### src/rtl/cc21_pkg.sv
package cc21_pkg;
  localparam int RUNIN_BITS   = 7;
  localparam int FRAMING_BITS = 3;
  localparam int CHAR_BITS    = 8;
  localparam int FRAME_BITS   = RUNIN_BITS + FRAMING_BITS + 2 * CHAR_BITS;
  localparam int DATA_POS     = RUNIN_BITS + FRAMING_BITS;

  // Seven data bits plus odd parity in bit 7.
  function automatic logic [CHAR_BITS-1:0] with_odd_parity(input logic [CHAR_BITS-1:0] raw);
    return {~(^raw[CHAR_BITS-2:0]), raw[CHAR_BITS-2:0]};
  endfunction

  // Whole packet as a bit vector, index = transmit order. Run-in positions
  // are zero here; the serializer draws them from the accumulator phase.
  function automatic logic [FRAME_BITS-1:0] pack_frame(input logic [CHAR_BITS-1:0] c0,
                                                       input logic [CHAR_BITS-1:0] c1);
    logic [FRAME_BITS-1:0] f;
    f = '0;
    f[DATA_POS-1] = 1'b1;
    f[DATA_POS +: CHAR_BITS] = c0;
    f[DATA_POS + CHAR_BITS +: CHAR_BITS] = c1;
    return f;
  endfunction

  // Accumulator step: returns next phase and whether a bit boundary passed.
  function automatic logic [16:0] acc_next(input logic [15:0] acc, input logic [15:0] step,
                                           input logic [15:0] period);
    logic [16:0] sum;
    sum = {1'b0, acc} + {1'b0, step};
    if (sum >= {1'b0, period}) return {1'b1, sum[15:0] - period};
    return {1'b0, sum[15:0]};
  endfunction
endpackage

### src/rtl/cc21_bit_timer.sv
module cc21_bit_timer #(
  parameter int ACC_W = 12,
  parameter int STEP  = 32
) (
  input  logic             clk,
  input  logic             rst_n,
  input  logic             start_i,
  input  logic             run_i,
  input  logic [ACC_W-1:0] period_i,
  output logic [ACC_W-1:0] acc_o,
  output logic             tick_o
);
  import cc21_pkg::*;
  logic [ACC_W-1:0] acc_q;
  logic [16:0]      nxt;

  always_comb begin
    nxt    = acc_next(16'(acc_q), 16'(STEP), 16'(period_i));
    tick_o = run_i && nxt[16];
  end

  always_ff @(posedge clk) begin
    if (!rst_n)       acc_q <= '0;
    else if (start_i) acc_q <= '0;
    else if (run_i)   acc_q <= nxt[ACC_W-1:0];
  end

  assign acc_o = acc_q;
endmodule

### src/rtl/cc21_line_sched.sv
module cc21_line_sched #(
  parameter int LINE_W = 6,
  parameter int DLY_W  = 9
) (
  input  logic              clk,
  input  logic              rst_n,
  input  logic              field_start_i,
  input  logic              field_id_i,
  input  logic              line_start_i,
  input  logic [LINE_W-1:0] line_sel_i,
  input  logic [DLY_W-1:0]  delay_i,
  input  logic [1:0]        field_en_i,
  input  logic              busy_i,
  output logic              start_o,
  output logic              field_o
);
  logic [LINE_W-1:0] lcnt_q, lnext;
  logic [DLY_W-1:0]  dcnt_q;
  logic              fld_q, armed_q, hit;

  always_comb begin
    lnext = (lcnt_q == {LINE_W{1'b1}}) ? lcnt_q : lcnt_q + 1'b1;
    hit   = line_start_i && !field_start_i && (lnext == line_sel_i)
            && field_en_i[fld_q] && !busy_i && !armed_q;
  end

  always_ff @(posedge clk) begin
    if (!rst_n) begin
      lcnt_q <= '0;
      fld_q  <= 1'b0;
    end else if (field_start_i) begin
      lcnt_q <= '0;
      fld_q  <= field_id_i;
    end else if (line_start_i) begin
      lcnt_q <= lnext;
    end
  end

  always_ff @(posedge clk) begin
    if (!rst_n) begin
      armed_q <= 1'b0;
      dcnt_q  <= '0;
    end else if (hit) begin
      armed_q <= 1'b1;
      dcnt_q  <= delay_i;
    end else if (armed_q) begin
      if (dcnt_q == '0) armed_q <= 1'b0;
      else              dcnt_q  <= dcnt_q - 1'b1;
    end
  end

  assign start_o = armed_q && (dcnt_q == '0);
  assign field_o = fld_q;
endmodule

### src/rtl/cc21_serializer.sv
module cc21_serializer
  import cc21_pkg::*;
#(
  parameter int ACC_W = 12,
  parameter int IDX_W = 5
) (
  input  logic                  clk,
  input  logic                  rst_n,
  input  logic                  start_i,
  input  logic [FRAME_BITS-1:0] frame_i,
  input  logic                  tick_i,
  input  logic [ACC_W-1:0]      acc_i,
  input  logic [ACC_W-1:0]      half_i,
  output logic                  busy_o,
  output logic [IDX_W-1:0]      bit_idx_o,
  output logic                  level_hi_o
);
  logic                  busy_q;
  logic [IDX_W-1:0]      idx_q;
  logic [FRAME_BITS-1:0] frame_q;

  always_ff @(posedge clk) begin
    if (!rst_n) begin
      busy_q  <= 1'b0;
      idx_q   <= '0;
      frame_q <= '0;
    end else if (start_i) begin
      busy_q  <= 1'b1;
      idx_q   <= '0;
      frame_q <= frame_i;
    end else if (busy_q && tick_i) begin
      if (idx_q == IDX_W'(FRAME_BITS - 1)) busy_q <= 1'b0;
      else                                 idx_q  <= idx_q + 1'b1;
    end
  end

  always_comb begin
    if (!busy_q)                          level_hi_o = 1'b0;
    else if (idx_q < IDX_W'(RUNIN_BITS))  level_hi_o = (acc_i < half_i);
    else                                  level_hi_o = frame_q[idx_q];
  end

  assign busy_o    = busy_q;
  assign bit_idx_o = idx_q;
endmodule

### src/rtl/cc21_line21_enc.sv
module cc21_line21_enc
  import cc21_pkg::*;
#(
  parameter int                 LINE_W    = 6,
  parameter int                 DLY_W     = 9,
  parameter int                 LEVEL_W   = 8,
  parameter logic [LEVEL_W-1:0] LOW_CODE  = 16,
  parameter logic [LEVEL_W-1:0] HIGH_CODE = 126,
  parameter int                 NTSC_CLKS = 1716,
  parameter int                 PAL_CLKS  = 1728,
  parameter int                 BIT_STEP  = 32
) (
  input  logic               clk,
  input  logic               rst_n,
  input  logic               field_start_i,
  input  logic               field_id_i,
  input  logic               line_start_i,
  input  logic               mode50_i,
  input  logic [LINE_W-1:0]  line_sel_i,
  input  logic [DLY_W-1:0]   delay_i,
  input  logic [1:0]         field_en_i,
  input  logic               wr_en_i,
  input  logic               wr_field_i,
  input  logic [7:0]         wr_byte0_i,
  input  logic [7:0]         wr_byte1_i,
  output logic [LEVEL_W-1:0] level_o,
  output logic               active_o
);
  localparam int MAX_CLKS = (PAL_CLKS > NTSC_CLKS) ? PAL_CLKS : NTSC_CLKS;
  localparam int ACC_W    = $clog2(MAX_CLKS) + 1;
  localparam int IDX_W    = $clog2(FRAME_BITS);
  localparam logic [CHAR_BITS-1:0] NULL_CHAR = with_odd_parity('0);

  logic                  start_w, cur_field_w, busy_w, bit_tick_w, level_hi_w;
  logic [IDX_W-1:0]      bit_idx_w;
  logic [ACC_W-1:0]      acc_w, period_w, half_w;
  logic [FRAME_BITS-1:0] frame_w;
  logic [CHAR_BITS-1:0]  tx_c0, tx_c1;
  logic [CHAR_BITS-1:0]  c0_q [2];
  logic [CHAR_BITS-1:0]  c1_q [2];
  logic                  fresh_q [2];

  assign period_w = mode50_i ? ACC_W'(PAL_CLKS) : ACC_W'(NTSC_CLKS);
  assign half_w   = period_w >> 1;

  for (genvar f = 0; f < 2; f++) begin : g_slot
    always_ff @(posedge clk) begin
      if (!rst_n) begin
        c0_q[f]    <= NULL_CHAR;
        c1_q[f]    <= NULL_CHAR;
        fresh_q[f] <= 1'b0;
      end else if (wr_en_i && (wr_field_i == 1'(f))) begin
        c0_q[f]    <= with_odd_parity(wr_byte0_i);
        c1_q[f]    <= with_odd_parity(wr_byte1_i);
        fresh_q[f] <= 1'b1;
      end else if (start_w && (cur_field_w == 1'(f))) begin
        fresh_q[f] <= 1'b0;
      end
    end
  end

  always_comb begin
    tx_c0   = fresh_q[cur_field_w] ? c0_q[cur_field_w] : NULL_CHAR;
    tx_c1   = fresh_q[cur_field_w] ? c1_q[cur_field_w] : NULL_CHAR;
    frame_w = pack_frame(tx_c0, tx_c1);
  end

  cc21_line_sched #(.LINE_W(LINE_W), .DLY_W(DLY_W)) sched_i (
    .clk(clk), .rst_n(rst_n), .field_start_i(field_start_i), .field_id_i(field_id_i),
    .line_start_i(line_start_i), .line_sel_i(line_sel_i), .delay_i(delay_i),
    .field_en_i(field_en_i), .busy_i(busy_w), .start_o(start_w), .field_o(cur_field_w)
  );

  cc21_bit_timer #(.ACC_W(ACC_W), .STEP(BIT_STEP)) timer_i (
    .clk(clk), .rst_n(rst_n), .start_i(start_w), .run_i(busy_w),
    .period_i(period_w), .acc_o(acc_w), .tick_o(bit_tick_w)
  );

  cc21_serializer #(.ACC_W(ACC_W), .IDX_W(IDX_W)) ser_i (
    .clk(clk), .rst_n(rst_n), .start_i(start_w), .frame_i(frame_w), .tick_i(bit_tick_w),
    .acc_i(acc_w), .half_i(half_w), .busy_o(busy_w), .bit_idx_o(bit_idx_w),
    .level_hi_o(level_hi_w)
  );

  assign active_o = busy_w;
  assign level_o  = level_hi_w ? HIGH_CODE : LOW_CODE;
endmodule

### config.mk
export PLATFORM = sky130hd
export DESIGN_NAME = cc21_line21_enc
export DESIGN_NICKNAME = d
export VERILOG_FILES = /design/src/rtl/cc21_pkg.sv /design/src/rtl/cc21_bit_timer.sv /design/src/rtl/cc21_line_sched.sv /design/src/rtl/cc21_serializer.sv /design/src/rtl/cc21_line21_enc.sv
export SDC_FILE = /design/constraint.sdc
export NUM_CORES = 1
export LEC_CHECK = 0
export BUFFER_PORTS_ARGS = -buffer_cell sky130_fd_sc_hd__buf_2
export CORE_MARGIN = 4
export CORE_UTILIZATION = 40
export CTS_CLUSTER_DIAMETER = 30
export DETAILED_ROUTE_END_ITERATION = 16
export GPL_TIMING_DRIVEN = 0
export PLACE_DENSITY = 0.57
export SLEW_MARGIN = 0
export SYNTH_ARGS = -nofsm -noshare
export SYNTH_HDL_FRONTEND = slang
export SYNTH_SLANG_ARGS = --single-unit
### constraint.sdc
create_clock -name clk -period 6.1 [get_ports clk]
set_clock_uncertainty 0.1 [all_clocks]
set_input_delay 1.22 -clock clk [delete_from_list [all_inputs] [get_ports clk]]
set_output_delay 1.22 -clock clk [all_outputs]
set_load 0.02 [all_outputs]
Word level (Yosys, flattened, before mapping)
Memory sizes are Yosys's and may differ from the RTL's. A register that Yosys moved wholly into a read port is not among the register bits.
Cells that the tools add are included.
Storage, ports and cells
  flip-flop bits (word level): 52
  memory bits (writable): 34
  input bits: 41
  output and inout port bits: 9
  word-level logic and storage cells: 117
  memories: 3
Memories
  c0_q: depth 2, bits a word 8, read ports 1, clocked after memory_dff 1, wr ports 2, line cc21_line21_enc.sv:39  | logic [CHAR_BITS-1:0] c0_q [2];
  c1_q: depth 2, bits a word 8, read ports 1, clocked after memory_dff 1, wr ports 2, line cc21_line21_enc.sv:40  | logic [CHAR_BITS-1:0] c1_q [2];
  fresh_q: depth 2, bits a word 1, read ports 1, clocked after memory_dff 1, wr ports 2, line cc21_line21_enc.sv:41  | logic fresh_q [2];
Cells by class
  add/sub/neg operators: 5
  $lt $le $gt $ge: 5
  equality and inequality tests: 4
  muxes and demuxes: 52
  bitwise gates (word level): 14
  reduce and logical (&&, ||, !) cells: 26
Operator list (count)
  $mux 8: 6
  $mux 1: 37
  $mux 17: 2
  $mux 9: 3
  $ge 17x11->1: 1
  $sub 16x11->16: 1
  $mux 7: 2
  $reduce_xor 7->1: 2
  $add 12x6->13 const B: 1
  $logic_and 1x1->1: 12
  $lt 12x10->1: 1
  $logic_not 9->1: 1
  $sub 9x1->9 const B: 1
  $or 1x1->1: 8
  $add 6x1->6 const B: 1
  $eq 6x6->1: 1
  $eq 6x6->1 const B: 1
  $lt 5x6->1 const B: 1
  $mux 6: 1
  $not 1->1: 6
  $reduce_and 2->1: 3
  $reduce_bool 2->1: 3
  $add 5x1->5 const B: 1
  $bmux 1 s5: 1
  other kinds (6): 9

Depth between registers and ports, before layout
Gate-level depths: netlist of run 1.
  word-level depth: 9
  mapped depth: 9

Hierarchy
A second synthesis of run 1 with hierarchy kept.
Unflattened totals
  cells, all modules: 605
  area, all modules: 5734.2 um2
By module, submodules not included
  cc21_line21_enc: instances 1, cells each 136, area each 1732.9 um2, seq. area each 1011.0 um2
  cc21_serializer: instances 1, cells each 157, area each 1471.4 um2, seq. area each 500.5 um2
  cc21_bit_timer: instances 1, cells each 166, area each 1351.3 um2, seq. area each 240.2 um2
  cc21_line_sched: instances 1, cells each 146, area each 1178.6 um2, seq. area each 340.3 um2

Worst setup path before layout of run 1
OpenSTA, ideal clock, no wires.
  path kind: input port to output port
  from: input port mode50_i
  to: output port level_o[1]
  arrival time: 2.539 ns
  required time: 4.780 ns
  slack: 2.241 ns
  stages: 8
  path buffers: 1
  path through: ha_1 o21a_1 o21ai_0 nand2b_1 a211oi_1 o21ai_0 a21oi_1 buf_4
Between the ends
  longest elaborated chain between the ends: 5
RTL lines
  start: declaration: line cc21_line21_enc.sv:18  | input logic mode50_i,
  $mux 7: line cc21_line21_enc.sv:43  | assign period_w = mode50_i ? ACC_W'(PAL_CLKS) : ACC_W'(NTSC_CLKS);
  $lt 12x10->1: line cc21_serializer.sv:39  | else if (idx_q < IDX_W'(RUNIN_BITS)) level_hi_o = (acc_i < half_i);
  $mux 1: line cc21_serializer.sv:39
  $mux 1: line cc21_serializer.sv:38  | if (!busy_q) level_hi_o = 1'b0;
  net level_hi_w: line cc21_line21_enc.sv:34  | logic start_w, cur_field_w, busy_w, bit_tick_w, level_hi_w;
  $mux 7: line cc21_line21_enc.sv:86  | assign level_o = level_hi_w ? HIGH_CODE : LOW_CODE;
  end: declaration: line cc21_line21_enc.sv:26  | output logic [LEVEL_W-1:0] level_o,
The timed path passes the listed nets, and every way through them passes these cells.

Worst setup path after layout of run 1
  from: input port mode50_i
  to: output port level_o[6]
Same word-level chain as after synthesis.

==> results_dict.tcl, run 1 <==
set metrics [dict create \
    status "complete, no violations" \
    final_cells 737 \
    final_cell_mix "52 x dfxtp_1, 51 x nand2_1, 50 x buf_2, 34 x o21ai_0, 33 x edfxtp_1" \
    maxCapViolations 0 \
    wire_per_inst_um 15.02 \
    cp.required_ps 4780 \
    cts_tree "done" \
    layout_commonest_cell "dfxtp_1" \
    crit_path_end_kind "output port" \
    port_buffers 44 \
    crit_chain "buf_2 > ha_1 > o21a_1 > o21ai_0 > nand2b_1 > a211oi_1 > o21ai_0 > a21oi_1 > buf_4 > buf_2" \
    async_reset_ff_share_pct 0 \
    design_area_um2 5640 \
    synth_cell_types 70 \
    hold_depth 2 \
    grt.total_usage_pct 15.99 \
    dr_total_vias 3959 \
    yosys_warnings 0 \
    design.portCount 50 \
    ys.flop_type "dfxtp_1" \
    cp-start-kind "input pin" \
    tightestPinTransition_ps 746.8 \
    nets 639 \
    antenna_found_initial 0 \
    netlist_instances 529 \
    clock-sinks 85 \
    critPathTopFamily "compound AO/OA/AOI/OAI gates" \
    synth_area_per_cell_um2 9.314 \
    ir_worst_vdd_uv 128.6 \
    finalSetupViolations 0 \
    dp_cells 721 \
    synth_area_um2 4927 \
    dp_hpwl_um 8186 \
    wl_um 11070 \
    ys_seq_elements 85 \
    maxSlewHeadroom_pct 50.09 \
    grt_pass1_vias 3789 \
    drive_gt1_share_pct 15.93 \
    worstPathMaxFanout 5 \
    antenna_cells 0 \
    post_cts_buffers 0 \
    cts_root_buf "clkbuf_16" \
    arrival_ps 3110 \
    dieArea_um2 14160 \
    clk_path_buf_depth 2 \
    post_cts_resize_count 0 \
    core.rowCount 40 \
    hold_viol 0 \
    power_density_nw_per_um2 227.6 \
    remaining_drc_errors 0 \
    dieHeight_um 119.0 \
    cpPeakStageDelay_ps 350 \
    cts.clk_slew.worst_paths_ps 70 \
    hp-start "ser_i.frame_q[19]$_SDFFE_PN0N_" \
    die_w_um 119.0 \
    grt_max_degree 18 \
    cts_max_level 3 \
    ys_seq_area_share_pct 41.24 \
    holdPathEnd "ser_i.frame_q[19]$_SDFFE_PN0N_" \
    insertion_delay_ps 340 \
    grt-ovfl-total 0 \
    slowest_stage "a21oi_1" \
    drv_slew 0 \
    post_dp_cell_area_um2 5335 \
    synthTopCellsByArea "dfxtp_1 21%, edfxtp_1 20%, mux2i_1 5.3%, nand2_1 3.9%, and2_1 3.7%" \
    coreArea_um2 12010 \
    cts-buffers-inserted 9 \
    timing.critical_path.buf_inv 3 \
    synth_top_cell_by_area "dfxtp_1" \
    rsz0062_at_grt "no" \
    pre_cts_ws_ps 1631 \
    setup_ws_ps 1672 \
    initial_core_util_pct 41.02 \
    hold_buffers 0 \
    post-route-period-util_pct 72.60 \
    worst_hold_path_type "reg -> reg" \
    routed_via_density 5.372 \
    holdWs_ps 352.5 \
    cp.depth 10 \
    antenna_left 0 \
    grt_first_pass_wirelength_um 18630 \
    worstRegToRegCells 9 \
    rrSetupSlack_ps 3000 \
    synth_edf_count 33 \
    leakagePower_nw 2.097 \
    tns_ps 0 \
    finalWeightedCongestion 0.8674 \
    initialDrtViolationCount 175 \
    syn_to_final_growth_pct 14.47 \
    first_pass_iters 4 \
    reg2reg_from "timer_i.acc_o[5]$_SDFFE_PP0P_" \
    period_needed_ps 4428 \
    fmax_mhz 225.8 \
    worst_r2r_endpoint "timer_i.acc_o[3]$_SDFFE_PP0P_" \
    crit_type "in -> out" \
    synth_top_area_share_pct 21.13 \
]
[registers in the layout, indices dropped and copies added (netlist names), named ones only]
register	cells
c0_q	16
timer_i.acc_o	10
sched_i.dcnt_q	9
fresh_q	2
ser_i.frame_q	17
ser_i.bit_idx_o	5
sched_i.armed_q	1
sched_i.lcnt_q	6
ser_i.busy_o	1
c1_q	16
sched_i.field_o	1
[power by group]
group          total [mW]  internal, mW  switching, mW
clock               0.564         0.322          0.241
combinational       0.102        0.0419         0.0600
sequential          0.618         0.611        0.00647
[synthesized netlist by cell type (all sizes together) (2+ instances only)]
master,n
a21o,2
o311a,2
nand4b,2
a21oi,27
inv,18
nand3,17
edfxtp,33
or3,9
a31oi,10
clkbuf,16
o21ai,36
o21bai,2
o221ai,4
nor4,14
nor3,16
a21boi,3
nor2,23
nor2b,4
and3,9
xnor2,19
a221oi,2
nand2,51
xor2,9
mux2i,26
ha,13
or4,2
o211ai,3
a311oi,2
dfxtp,52
a211o,2
a31o,3
mux4,3
and2,29
a311o,3
buf,17
conb,2
nand2b,6
o221a,2
o21a,6
nand4,7
a211oi,7
o31ai,2
[metal layers]
layer / routed length, um / vias up / part of all wire [%] / GRT usage, %
met4: 136 / 0 / 1.2 / 4.707
met3: 304 / 9 / 2.7 / 2.944
met1: 5401 / 1846 / 49 / 22.17
li1: - / 2052 / - / -
met5: 0 / - / 0 / 0
met2: 5230 / 52 / 47 / 25.43
[worst max-delay path by stage]
stage / start / end
finish: mode50_i / level_o[6]
global route: mode50_i / level_o[1]
CTS: mode50_i / level_o[3]
detailed placement: mode50_i / level_o[3]
global placement: mode50_i / level_o[5]
floorplan: mode50_i / level_o[1]
[layout make-up]
cell class | count | area (um2)
Fill cell | 1203 | 6371
Multi-Input combinational cell | 394 | 2666
Sequential cell | 85 | 2032
Clock buffer | 9 | 225.2
Timing Repair Buffer | 44 | 220.2
Tap cell | 147 | 183.9
Buffer | 33 | 165.2
Clock inverter | 7 | 80.08
Inverter | 18 | 67.56
[worst min-delay path: stages (launching register included)]
cell and delay, ps:
dfxtp_1 320, nand2_1 40, o21ai_0 50
[logic make-up after synthesis]
group | synth area share (%)
muxes | 6.882
AOI/OAI and AO/OA | 17.47
DFF | 41.24
and+or+nand+nor | 20.80
other | 0.1524
adders and majority gates | 3.301
xor gates and xnor gates | 5.434
buffers and inverters | 4.723
[metrics by stage]
| step | power [mW] | utilization (%) |
|---|---|---|
| 6_report | 1.283 | 46.96 |
| 5_1_grt | 1.333 | 46.96 |
| 4_1_cts | 1.300 | 46.96 |
| 3_5_place_dp | 0.7339 | 44.42 |
| 3_3_place_gp | 0.7316 | 44.42 |
| 2_1_floorplan | 0.6951 | - |
No activity file was read; power rests on OpenSTA's default activity.
==> run 2, diff against run 1 <==
--- a/config.mk
+++ b/config.mk
@@ -11,7 +11,7 @@
 export CTS_CLUSTER_DIAMETER = 30
 export DETAILED_ROUTE_END_ITERATION = 16
 export GPL_TIMING_DRIVEN = 0
-export PLACE_DENSITY = 0.57
+export PLACE_DENSITY = 0.59
 export SLEW_MARGIN = 0
 export SYNTH_ARGS = -nofsm -noshare
 export SYNTH_HDL_FRONTEND = slang
==> constraint.sdc (replaced) <==
create_clock -name clk -period 3.68 [get_ports clk]
set_clock_uncertainty 0.1 [all_clocks]
set_input_delay 0.736 -clock clk [delete_from_list [all_inputs] [get_ports clk]]
set_output_delay 0.736 -clock clk [all_outputs]
set_load 0.02 [all_outputs]
==> results_dict.tcl, run 2 (same netlist as run 1, synthesis figures left out) <==
set metrics [dict create \
    post_dp_cell_area_um2 5335 \
    clock-sinks 85 \
    worstPathMaxFanout 5 \
    drive_gt1_share_pct 15.59 \
    period_needed_ps 3462 \
    grt_first_pass_wirelength_um 18410 \
    first_pass_iters 4 \
    worst_r2r_endpoint "timer_i.acc_o[3]$_SDFFE_PP0P_" \
    maxSlewHeadroom_pct 50.44 \
    port_buffers 44 \
    dp_hpwl_um 8151 \
    post_cts_buffers 0 \
    power_density_nw_per_um2 380.4 \
    reg.largest.list "ser_i.frame_q: 17 flops, c0_q: 16 flops, c1_q: 16 flops" \
    finalSetupViolations 0 \
    final_cells 737 \
    tightestPinTransition_ps 741.6 \
    dp_cells 721 \
    intPower_mw 1.674 \
    cts_root_buf "clkbuf_16" \
    initial_core_util_pct 41.02 \
    crit_path_end_kind "output port" \
    ir_worst_vdd_uv 265.4 \
    grt-ovfl-total 0 \
    grt_pass1_vias 3831 \
    setup_ws_ps 218.4 \
    maxCapViolations 0 \
    dieHeight_um 119.0 \
    switchingPower_uw 475.1 \
    cp-start-kind "input pin" \
    dieArea_um2 14160 \
    cp.required_ps 2840 \
    drv_slew 0 \
    final_cell_mix "52 x dfxtp_1, 51 x nand2_1, 50 x buf_2, 34 x o21ai_0, 33 x edfxtp_1" \
    antenna_found_initial 0 \
    dr_total_vias 4016 \
    utilization_pct 47.04 \
    worstRegToRegCells 9 \
    hold_viol 0 \
    arrival_ps 2630 \
    layout_commonest_cell "dfxtp_1" \
    worst_hold_path_type "reg -> reg" \
    core.rowCount 40 \
    status "complete, no violations" \
    syn_to_final_growth_pct 14.68 \
    coreArea_um2 12010 \
    swShare_pct 22.10 \
    reg2reg_from "timer_i.acc_o[5]$_SDFFE_PP0P_" \
    critPathLaunch "mode50_i" \
    clk_path_buf_depth 2 \
    initialDrtViolationCount 154 \
    rsz0062_at_grt "no" \
    crit_end "level_o[1]" \
    hold_buffers 0 \
    wl_um 11010 \
    tns_ps 0 \
    pre_cts_ws_ps 220.8 \
    antenna_left 0 \
    fmax_mhz 288.9 \
    pwr-share-seq_pct 47.7 \
    leakagePower_nw 2.109 \
    largest_reg_flops 17 \
    finalWeightedCongestion 0.8668 \
    wire_per_inst_um 14.94 \
    post-route-period-util_pct 94.06 \
    cts_tree "done" \
    design_area_um2 5650 \
    antenna_cells 0 \
    rrSetupSlack_ps 640 \
    crit_type "in -> out" \
    die_w_um 119.0 \
    post_cts_resize_count 0 \
    pwr-share-clk_pct 44.5 \
    cts.clk_slew.worst_paths_ps 60 \
    largest_register "ser_i.frame_q" \
    routed_via_density 5.449 \
    grt.total_usage_pct 15.80 \
    cts-buffers-inserted 9 \
    remaining_drc_errors 0 \
    grt_max_degree 18 \
    insertion_delay_ps 330 \
    design.portCount 50 \
    cts_max_level 3 \
    nets 639 \
    pwr-share-comb_pct 7.8 \
]
[run 2: worst max-delay path, cell delays in order]
cell	delay (ps)
buf_2	130
ha_1	290
o21a_1	100
o21ai_0	150
nand2b_1	80
a211oi_1	300
o21ai_0	160
a21oi_1	350
buf_4	180
buf_2	150
[run 2: layer usage]
metal	vias up	global-route usage, %	share of wire [%]
li1	2046	-	-
met1	1905	20.39	47
met2	50	26.67	48
met3	15	2.612	2.6
met4	0	5.576	1.8
met5	-	0	0
[run 2: worst min path at each step]
stage	startpoint	endpoint	slack [ps]	cells after the start
floorplan	ser_i.frame_q[11]$_SDFFE_PN0N_	ser_i.frame_q[11]$_SDFFE_PN0N_	320	2
global placement	ser_i.frame_q[19]$_SDFFE_PN0N_	ser_i.frame_q[19]$_SDFFE_PN0N_	330	2
detailed placement	ser_i.frame_q[15]$_SDFFE_PN0N_	ser_i.frame_q[15]$_SDFFE_PN0N_	340	2
CTS	ser_i.frame_q[15]$_SDFFE_PN0N_	ser_i.frame_q[15]$_SDFFE_PN0N_	360	2
global route	ser_i.frame_q[16]$_SDFFE_PN0N_	ser_i.frame_q[16]$_SDFFE_PN0N_	380	2
finish	ser_i.frame_q[15]$_SDFFE_PN0N_	ser_i.frame_q[15]$_SDFFE_PN0N_	350	2
[run 2: layout make-up]
type | count | area (um2)
inverters | 18 | 67.56
flip-flops and latches | 85 | 2032
repair buffers | 44 | 220.2
multi-input cells | 394 | 2666
well taps | 147 | 183.9
fillers | 1176 | 6361
clock inverters | 7 | 90.09
plain buffers | 33 | 165.2
clock buffers | 9 | 225.2
[run 2: power groups by stage]
stage | clock (mW) | sequential [mW] | combinational [mW]
floorplan | 0 | 1.04 | 0.110
global placement | 0 | 1.04 | 0.167
detailed placement | 0 | 1.05 | 0.170
CTS | 0.977 | 1.03 | 0.171
global route | 1.02 | 1.03 | 0.189
finish | 0.956 | 1.03 | 0.168
[run 2: stage by stage]
stage / total power [mW] / hold slack, ps
final: 2.149 / 350.8
after global placement: 1.212 / 331.0
after floorplan: 1.152 / 319.6
after CTS: 2.173 / 357.9
after global routing: 2.233 / 380.2
after detailed placement: 1.217 / 343.5
